## config.mk

```make
export PLATFORM = sky130hd
export DESIGN_NAME = mhf_dest_filter
export DESIGN_NICKNAME = d
export VERILOG_FILES = /design/src/rtl/mhf_pkg.sv /design/src/rtl/mhf_byte_tracker.sv /design/src/rtl/mhf_hash_accum.sv /design/src/rtl/mhf_addr_classify.sv /design/src/rtl/mhf_decide.sv /design/src/rtl/mhf_dest_filter.sv
export SDC_FILE = /design/constraint.sdc
export NUM_CORES = 1
export LEC_CHECK = 0
export BUFFER_PORTS_ARGS = -buffer_cell sky130_fd_sc_hd__buf_4
export CAP_MARGIN = 20
export CORE_MARGIN = 2
export CORE_UTILIZATION = 42
export DETAILED_ROUTE_END_ITERATION = 8
export PLACE_DENSITY = 0.84
export RECOVER_POWER = 100
export SYNTH_ARGS = -nofsm -noshare
export SYNTH_HDL_FRONTEND = slang
export SYNTH_SLANG_ARGS = --single-unit
```

## constraint.sdc

```tcl
create_clock -name clk -period 4.2 [get_ports clk]
set_input_delay 0.42 -clock clk [delete_from_list [all_inputs] [get_ports clk]]
set_output_delay 0.42 -clock clk [all_outputs]
set_load 0.005 [all_outputs]
```

## src/rtl/mhf_pkg.sv

```systemverilog
// Package: shared sizes and the per-byte hash term of the destination filter.
// Assumes a 48-bit destination delivered as six bytes, byte 0 first.
package mhf_pkg;

    localparam int ADDR_BYTES = 6;
    localparam int HASH_W     = 6;
    localparam int WORD_W     = 32;
    localparam int IDX_W      = $clog2(ADDR_BYTES + 1);

    // Term folded into the hash for the byte at position pos.
    // The shift pair repeats every three bytes.
    function automatic logic [HASH_W-1:0] hash_term(input logic [IDX_W-1:0] pos,
                                                    input logic [7:0]       b);
        logic [7:0] t;
        case (pos)
            IDX_W'(0), IDX_W'(3): t = (b >> 2) ^ (b << 4);
            IDX_W'(1), IDX_W'(4): t = (b >> 4) ^ (b << 2);
            default:              t = (b >> 6) ^ b;
        endcase
        return t[HASH_W-1:0];
    endfunction

endpackage

```

## src/rtl/mhf_byte_tracker.sv

```systemverilog
// Module: counts destination bytes within a frame.
// Assumes in_first marks byte 0; after the last byte, or after reset, it ignores
// bytes until the next in_first.
module mhf_byte_tracker #(
    parameter int ADDR_BYTES = 6,
    parameter int IDX_W      = 3
) (
    input  logic             clk,
    input  logic             rst_n,
    input  logic             in_valid,
    input  logic             in_first,
    output logic [IDX_W-1:0] cur_idx,
    output logic             take,
    output logic             last
);

    localparam logic [IDX_W-1:0] IDLE_POS = IDX_W'(ADDR_BYTES);
    localparam logic [IDX_W-1:0] LAST_POS = IDX_W'(ADDR_BYTES - 1);

    logic [IDX_W-1:0] cnt_q;

    // Position of the byte on the input, and whether it is taken.
    always_comb begin
        cur_idx = in_first ? '0 : cnt_q;
        take    = in_valid && (in_first || (cnt_q != IDLE_POS));
        last    = take && (cur_idx == LAST_POS);
    end

    // Advance the position on each byte that is taken.
    always_ff @(posedge clk) begin
        if (!rst_n)
            cnt_q <= IDLE_POS;
        else if (take)
            cnt_q <= cur_idx + 1'b1;
    end

    // once idle, only a first-byte marker leaves the idle state.
    a_r8_idle_holds: assert property (@(posedge clk) disable iff (!rst_n)
        (cnt_q == IDLE_POS && !(in_valid && in_first)) |=> (cnt_q == IDLE_POS));

endmodule

```

## src/rtl/mhf_hash_accum.sv

```systemverilog
// Module: folds each destination byte into the 6-bit hash.
// Assumes cur_idx and take come from the byte tracker.
// hash_next includes the byte present this cycle.
module mhf_hash_accum
    import mhf_pkg::*;
(
    input  logic              clk,
    input  logic              rst_n,
    input  logic [IDX_W-1:0]  cur_idx,
    input  logic              take,
    input  logic [7:0]        in_byte,
    output logic [HASH_W-1:0] hash_next
);

    logic [HASH_W-1:0] hash_q;

    // Restart from zero on byte 0, otherwise fold into the running value.
    always_comb begin
        hash_next = ((cur_idx == '0) ? '0 : hash_q) ^ hash_term(cur_idx, in_byte);
    end

    // Hold the partial hash between bytes.
    always_ff @(posedge clk) begin
        if (!rst_n)
            hash_q <= '0;
        else if (take)
            hash_q <= hash_next;
    end

endmodule

```

## src/rtl/mhf_addr_classify.sv

```systemverilog
// Module: running address classification (group bit, all-ones, station match).
// Assumes the station address is stable during a frame; byte i is at stn_flat[8i+:8].
// The *_next outputs include the byte present this cycle.
module mhf_addr_classify #(
    parameter int ADDR_BYTES = 6,
    parameter int IDX_W      = 3
) (
    input  logic                    clk,
    input  logic                    rst_n,
    input  logic [IDX_W-1:0]        cur_idx,
    input  logic                    take,
    input  logic [7:0]              in_byte,
    input  logic [ADDR_BYTES*8-1:0] stn_flat,
    output logic                    grp_next,
    output logic                    ones_next,
    output logic                    stn_next
);

    logic grp_q, ones_q, stn_q;
    logic [7:0] ref_byte;
    logic first_pos;

    // Select the station byte for the current position.
    always_comb begin
        ref_byte = '0;
        for (int i = 0; i < ADDR_BYTES; i++)
            if (cur_idx == IDX_W'(i))
                ref_byte = stn_flat[8*i +: 8];
    end

    // Combine the current byte with the flags carried over from earlier bytes.
    always_comb begin
        first_pos = (cur_idx == '0);
        grp_next  = first_pos ? in_byte[0] : grp_q;
        ones_next = (first_pos || ones_q) && (in_byte == 8'hFF);
        stn_next  = (first_pos || stn_q) && (in_byte == ref_byte);
    end

    // Carry the flags to the next byte.
    always_ff @(posedge clk) begin
        if (!rst_n) begin
            grp_q  <= 1'b0;
            ones_q <= 1'b0;
            stn_q  <= 1'b0;
        end else if (take) begin
            grp_q  <= grp_next;
            ones_q <= ones_next;
            stn_q  <= stn_next;
        end
    end

    // once a byte has mismatched, a later byte of the same frame cannot restore the match.
    a_r6_match_sticky: assert property (@(posedge clk) disable iff (!rst_n)
        (take && cur_idx != '0 && !stn_q) |=> !stn_q);

endmodule

```

## src/rtl/mhf_decide.sv

```systemverilog
// Module: registered accept decision and hash output.
// Assumes the inputs are valid in the cycle that last is high.
// Priority: promiscuous, then broadcast, then multicast hash, then station match.
module mhf_decide
    import mhf_pkg::*;
#(
    parameter int PROMISC_BIT = 21,
    parameter int BCAST_BIT   = 13,
    parameter int MCAST_BIT   = 5
) (
    input  logic              clk,
    input  logic              rst_n,
    input  logic              last,
    input  logic [HASH_W-1:0] hash_next,
    input  logic              grp_next,
    input  logic              ones_next,
    input  logic              stn_next,
    input  logic [WORD_W-1:0] cfg_ctrl,
    input  logic [WORD_W-1:0] cfg_hash_lo,
    input  logic [WORD_W-1:0] cfg_hash_hi,
    output logic              dec_valid,
    output logic              dec_accept,
    output logic [HASH_W-1:0] dec_hash
);

    localparam int TABLE_BITS = 2 * WORD_W;

    logic [TABLE_BITS-1:0] table_bits;
    logic en_promisc, en_bcast, en_mcast, accept_now;

    // Work out the decision for the address completing this cycle.
    always_comb begin
        table_bits = {cfg_hash_hi, cfg_hash_lo};
        en_promisc = cfg_ctrl[PROMISC_BIT];
        en_bcast   = cfg_ctrl[BCAST_BIT];
        en_mcast   = cfg_ctrl[MCAST_BIT];
        if (en_promisc)
            accept_now = 1'b1;
        else if (ones_next)
            accept_now = en_bcast;
        else if (grp_next)
            accept_now = en_mcast && table_bits[hash_next];
        else
            accept_now = stn_next;
    end

    // Register the strobe, the flag and the hash.
    always_ff @(posedge clk) begin
        if (!rst_n) begin
            dec_valid  <= 1'b0;
            dec_accept <= 1'b0;
            dec_hash   <= '0;
        end else begin
            dec_valid <= last;
            if (last) begin
                dec_accept <= accept_now;
                dec_hash   <= hash_next;
            end
        end
    end

    // the strobe never lasts more than one cycle.
    a_r7_one_pulse: assert property (@(posedge clk) disable iff (!rst_n)
        dec_valid |=> !dec_valid);

    // promiscuous mode always accepts.
    a_r4_promisc_wins: assert property (@(posedge clk) disable iff (!rst_n)
        (last && cfg_ctrl[PROMISC_BIT]) |=> dec_accept);

    // broadcast is rejected without its enable (and without promiscuous mode).
    a_r5_bcast_gated: assert property (@(posedge clk) disable iff (!rst_n)
        (last && ones_next && !cfg_ctrl[PROMISC_BIT] && !cfg_ctrl[BCAST_BIT]) |=> !dec_accept);

endmodule

```

## src/rtl/mhf_dest_filter.sv

```systemverilog
// Module: top of the destination address hash filter.
// Assumes the configuration is stable while a destination is being received.
// The decision appears one cycle after the sixth address byte.
module mhf_dest_filter
    import mhf_pkg::*;
(
    input  logic              clk,
    input  logic              rst_n,
    input  logic [WORD_W-1:0] cfg_ctrl,
    input  logic [WORD_W-1:0] cfg_hash_lo,
    input  logic [WORD_W-1:0] cfg_hash_hi,
    input  logic [WORD_W-1:0] cfg_stn_w0,
    input  logic [7:0]        cfg_stn_b4,
    input  logic [7:0]        cfg_stn_b5,
    input  logic              in_valid,
    input  logic              in_first,
    input  logic [7:0]        in_byte,
    output logic              dec_valid,
    output logic              dec_accept,
    output logic [HASH_W-1:0] dec_hash
);

    logic [IDX_W-1:0]        cur_idx;
    logic                    take, last;
    logic [HASH_W-1:0]       hash_next;
    logic                    grp_next, ones_next, stn_next;
    logic [ADDR_BYTES*8-1:0] stn_flat;

    // Gather the station address with byte 0 in the low bits.
    always_comb begin
        stn_flat = {cfg_stn_b5, cfg_stn_b4, cfg_stn_w0};
    end

    mhf_byte_tracker #(.ADDR_BYTES(ADDR_BYTES), .IDX_W(IDX_W)) u_track (
        .clk(clk), .rst_n(rst_n), .in_valid(in_valid), .in_first(in_first),
        .cur_idx(cur_idx), .take(take), .last(last)
    );

    mhf_hash_accum u_hash (
        .clk(clk), .rst_n(rst_n), .cur_idx(cur_idx), .take(take),
        .in_byte(in_byte), .hash_next(hash_next)
    );

    mhf_addr_classify #(.ADDR_BYTES(ADDR_BYTES), .IDX_W(IDX_W)) u_class (
        .clk(clk), .rst_n(rst_n), .cur_idx(cur_idx), .take(take),
        .in_byte(in_byte), .stn_flat(stn_flat),
        .grp_next(grp_next), .ones_next(ones_next), .stn_next(stn_next)
    );

    mhf_decide u_dec (
        .clk(clk), .rst_n(rst_n), .last(last), .hash_next(hash_next),
        .grp_next(grp_next), .ones_next(ones_next), .stn_next(stn_next),
        .cfg_ctrl(cfg_ctrl), .cfg_hash_lo(cfg_hash_lo), .cfg_hash_hi(cfg_hash_hi),
        .dec_valid(dec_valid), .dec_accept(dec_accept), .dec_hash(dec_hash)
    );

    // the sixth byte taken by the tracker produces a strobe from the decision stage.
    a_r7_strobe_due: assert property (@(posedge clk) disable iff (!rst_n)
        last |=> dec_valid);

endmodule

```

==> impl_results.md <==
- Design area: 3470 µm²
- Max-cap violations: 0
- Maximum fanout along the worst path: 21
- Power Total: 942 µW
- Largest net degree at the start of global routing: 22
- Postcts setup bufs: 0
- Cells after Synth: between 300 and 400
- Rows: 27
- Startpoint Class: flip-flop
- Vias: 2806
- CP startpoint: u_track.cnt_q[0]
- Commonest non-fill, non-tap cell in the layout: buf_4
- Crit end category: flip-flop
- Die Y: about 79 µm
- Final slew viol count: 0
- # diodes: 0
- Area grow syn2layout: 46.7%
- Ys flop type: dfxtp_1
- Number of buffers created by CTS: 3
- Pwr/cell area: roughly 270 nW/µm²
- Layout Nets: 599
- Clock Path Buffers: 2
- Residual DRC: 0
- Hold Crit Depth: 3
- Mapped cell area: between 2000 and 2500 µm²
- Initial antenna violation count: 0
- Metal3 WL: 359 µm
- Required time worst endpoint: 4390 ps
- Top Layer Used: met4
- Post-synthesis sequential area ratio: 16.9%
- Worst R2R Setup Slack: 590 ps
- Yosys reg bits: 20
- TritonRoute pass-1 iters: 4
- Skew-Pair Late Insertion Delay: 260 ps
- CTS tree: done
- Final period util: between 80% and 90%
- Outcome: complete, no violations
- Multi-input logic area: 1840 µm²
- WP data arrival: 3800 ps
- Area after DPL: roughly 3400 µm²
- P_leak: 1.66 nW
- Ys Warns: 0
- Initial Utilization: 43.2%
- Post-synth net total: 471
- Number of library cell types mapped by synthesis: 54
- Boundary pin count: 164
- Final hold viol count: 0
- Achievable clock frequency: around 280 MHz
- Core box area: 5470 µm²
- Final WL: 7.39 mm
- CTS sink cnt: 20
- Crit path kind: flip-flop to flip-flop
- Worst Skew: 4.63 ps
- ANT nets after route: 0
- Final worst slack: 595 ps
- DIE AREA: around 6200 µm²
- R2R Path Start: u_track.cnt_q[0]
- Most frequent cells in the layout: 130 x buf_4, 49 x nand2_1, 37 x mux2i_1
- Fin crit period: 3610 ps
- Syn Area/Cell: 7.65 µm²
- Hold buffers post-CTS: 0
- Layout cells sized above 1: 35.1%
- Final setup fails: 0
- EDFF count, synth: 0
- Vias in the first global route: 2723
- Util after Layout: 63.4%
- Global Route Usage Sum: 23.0%
- First-pass GRT wire length: 12.0 mm
- Max-slew headroom: between 50 and 60%
- Fill cells: about 500
- Vias/cell: 5.52
- Worst-path clk slew: 70 ps
- Average wire per standard cell: 14.5 µm
- Worst Tran Pin Value: about 660 ps
- Worst hold path startpoint: in_valid
- Hold Path End: u_track.cnt_q[0]
- R2R Path End: u_dec.dec_accept
- Sequential standard cell area: 400 µm²
- Root Driver: clkbuf_8
- IR drop worst, VDD: 273 µV
- FF-to-FF path depth: 15
- Gr ovfl total: 0
- Routability cong.: 0.875
- Post-Place Worst Slack: 377 ps
- Post-synth ARST share: 0%
- PostCTS Resize Cnt: 0
- Detailed placement HPWL: 6.09 mm
- HP Class: input pin to flip-flop
- Die W: 79.0 µm
- DR iter-0 viols: 150
- WL met2: 3.78 mm
- PortBufs: 134
- DRT met1 WL: 3.15 mm
- Max H-tree Level: 1
- RSZ-0062 raised after global routing: false
- Setup tns final: 0 ps
## power breakdown
| part | leakage, nW | switching (mW) | internal [mW] |
|---|---|---|---|
| clock network | 0.0357 | 0.0659 | 0.127 |
| logic | 1.46 | 0.269 | 0.269 |
| registers | 0.163 | 0.00879 | 0.202 |
| total | 1.66 | 0.344 | 0.598 |
## kinds of logic (layout without fill, tap and decap cells)
family                   Yosys count  count (layout)  synth area share [%]
buffers and inverters             24             151                  5.13
multiplexers                      45              45                  19.6
XOR/XNOR                          14              14                  5.19
flip-flops                        20              20                  16.9
AND/OR/NAND/NOR                  110             110                  21.6
AO/OA/AOI/OAI                     90              90                  28.4
adder cells (fa/ha/maj)            6               6                  3.17
## flip-flops by register name, summed over array words and instances, names as in the netlist
| name | count |
|---|---|
| u_dec.dec_accept | 1 |
| u_track.cnt_q | 3 |
| u_class.stn_q | 1 |
| u_class.ones_q | 1 |
| u_dec.dec_valid | 1 |
| u_hash.hash_q | 6 |
| u_class.grp_q | 1 |
| u_dec.dec_hash | 6 |
## per-layer routing
layer,global-route usage [%],vias to the layer above
met5,0,-
met4,4.14,0
met3,3.18,14
met2,40.7,74
met1,30.0,1312
li1,-,1406
## area by class of cell
| type | count | share of cell area, % |
|---|---|---|
| inverter | 4 | 0.433 |
| multi-input combinational | 265 | 53.0 |
| clock buffer | 3 | 1.19 |
| timing repair buffer | 143 | 30.4 |
| tap | 72 | 2.60 |
| sequential | 20 | 11.5 |
| clock inverter | 1 | 0.866 |
## metrics by stage
stage,hold WS [ps],cells
3_5_place_dp,471,504
5_1_grt,463,508
6_report,453,508
3_3_place_gp,451,504
2_1_floorplan,444,309
4_1_cts,450,508
## synthesized netlist by cell type (2+ instances only)
master	n	area (µm²)
a2111oi_0	5	43.8
a211oi_1	2	15.0
a21boi_0	5	37.5
a21oi_1	7	35.0
a221o_1	2	20.0
a222oi_1	5	50.1
a22oi_1	13	97.6
a31oi_1	5	31.3
and2_1	7	43.8
buf_6	2	22.5
clkbuf_1	14	52.6
dfxtp_1	20	400
ha_1	6	75.1
inv_1	4	15.0
mux2_1	2	22.5
mux2_2	5	56.3
mux2i_1	37	370
nand2_1	49	184
nand2b_1	3	18.8
nand3_1	11	55.1
nand4_1	2	12.5
nor2_1	25	93.8
nor2b_1	2	12.5
nor3_1	3	15.0
o211a_1	8	80.1
o211ai_1	4	30.0
o21a_1	3	22.5
o21ai_0	16	80.1
o21ai_1	2	10.0
o22ai_1	3	18.8
o31ai_1	2	15.0
xnor2_1	7	61.3
xor2_1	7	61.3
## worst max path at each step
stage / depth (start not counted) / endpoint / slack (ps)
after floorplan: 14 / u_dec.dec_accept / 930
final: 15 / u_dec.dec_accept / 590
after CTS: 14 / u_dec.dec_accept / 610
after detailed placement: 15 / u_dec.dec_accept / 380
after global placement: 15 / u_dec.dec_accept / 420
after global routing: 14 / u_dec.dec_accept / 270
## worst max-delay path: stages (launching register included)
cell and delay (ps):
dfxtp_1 390, and2b_1 210, inv_1 90, ha_1 200
mux2_4 310, a221oi_1 360, nor2_1 130, nor3_4 180
buf_4 330, buf_4 320, mux2i_1 110, mux2i_1 170
a22oi_1 90, and4b_1 210, a311o_1 280, a21oi_1 150
Note: power is estimated with default switching activity, not from simulation.
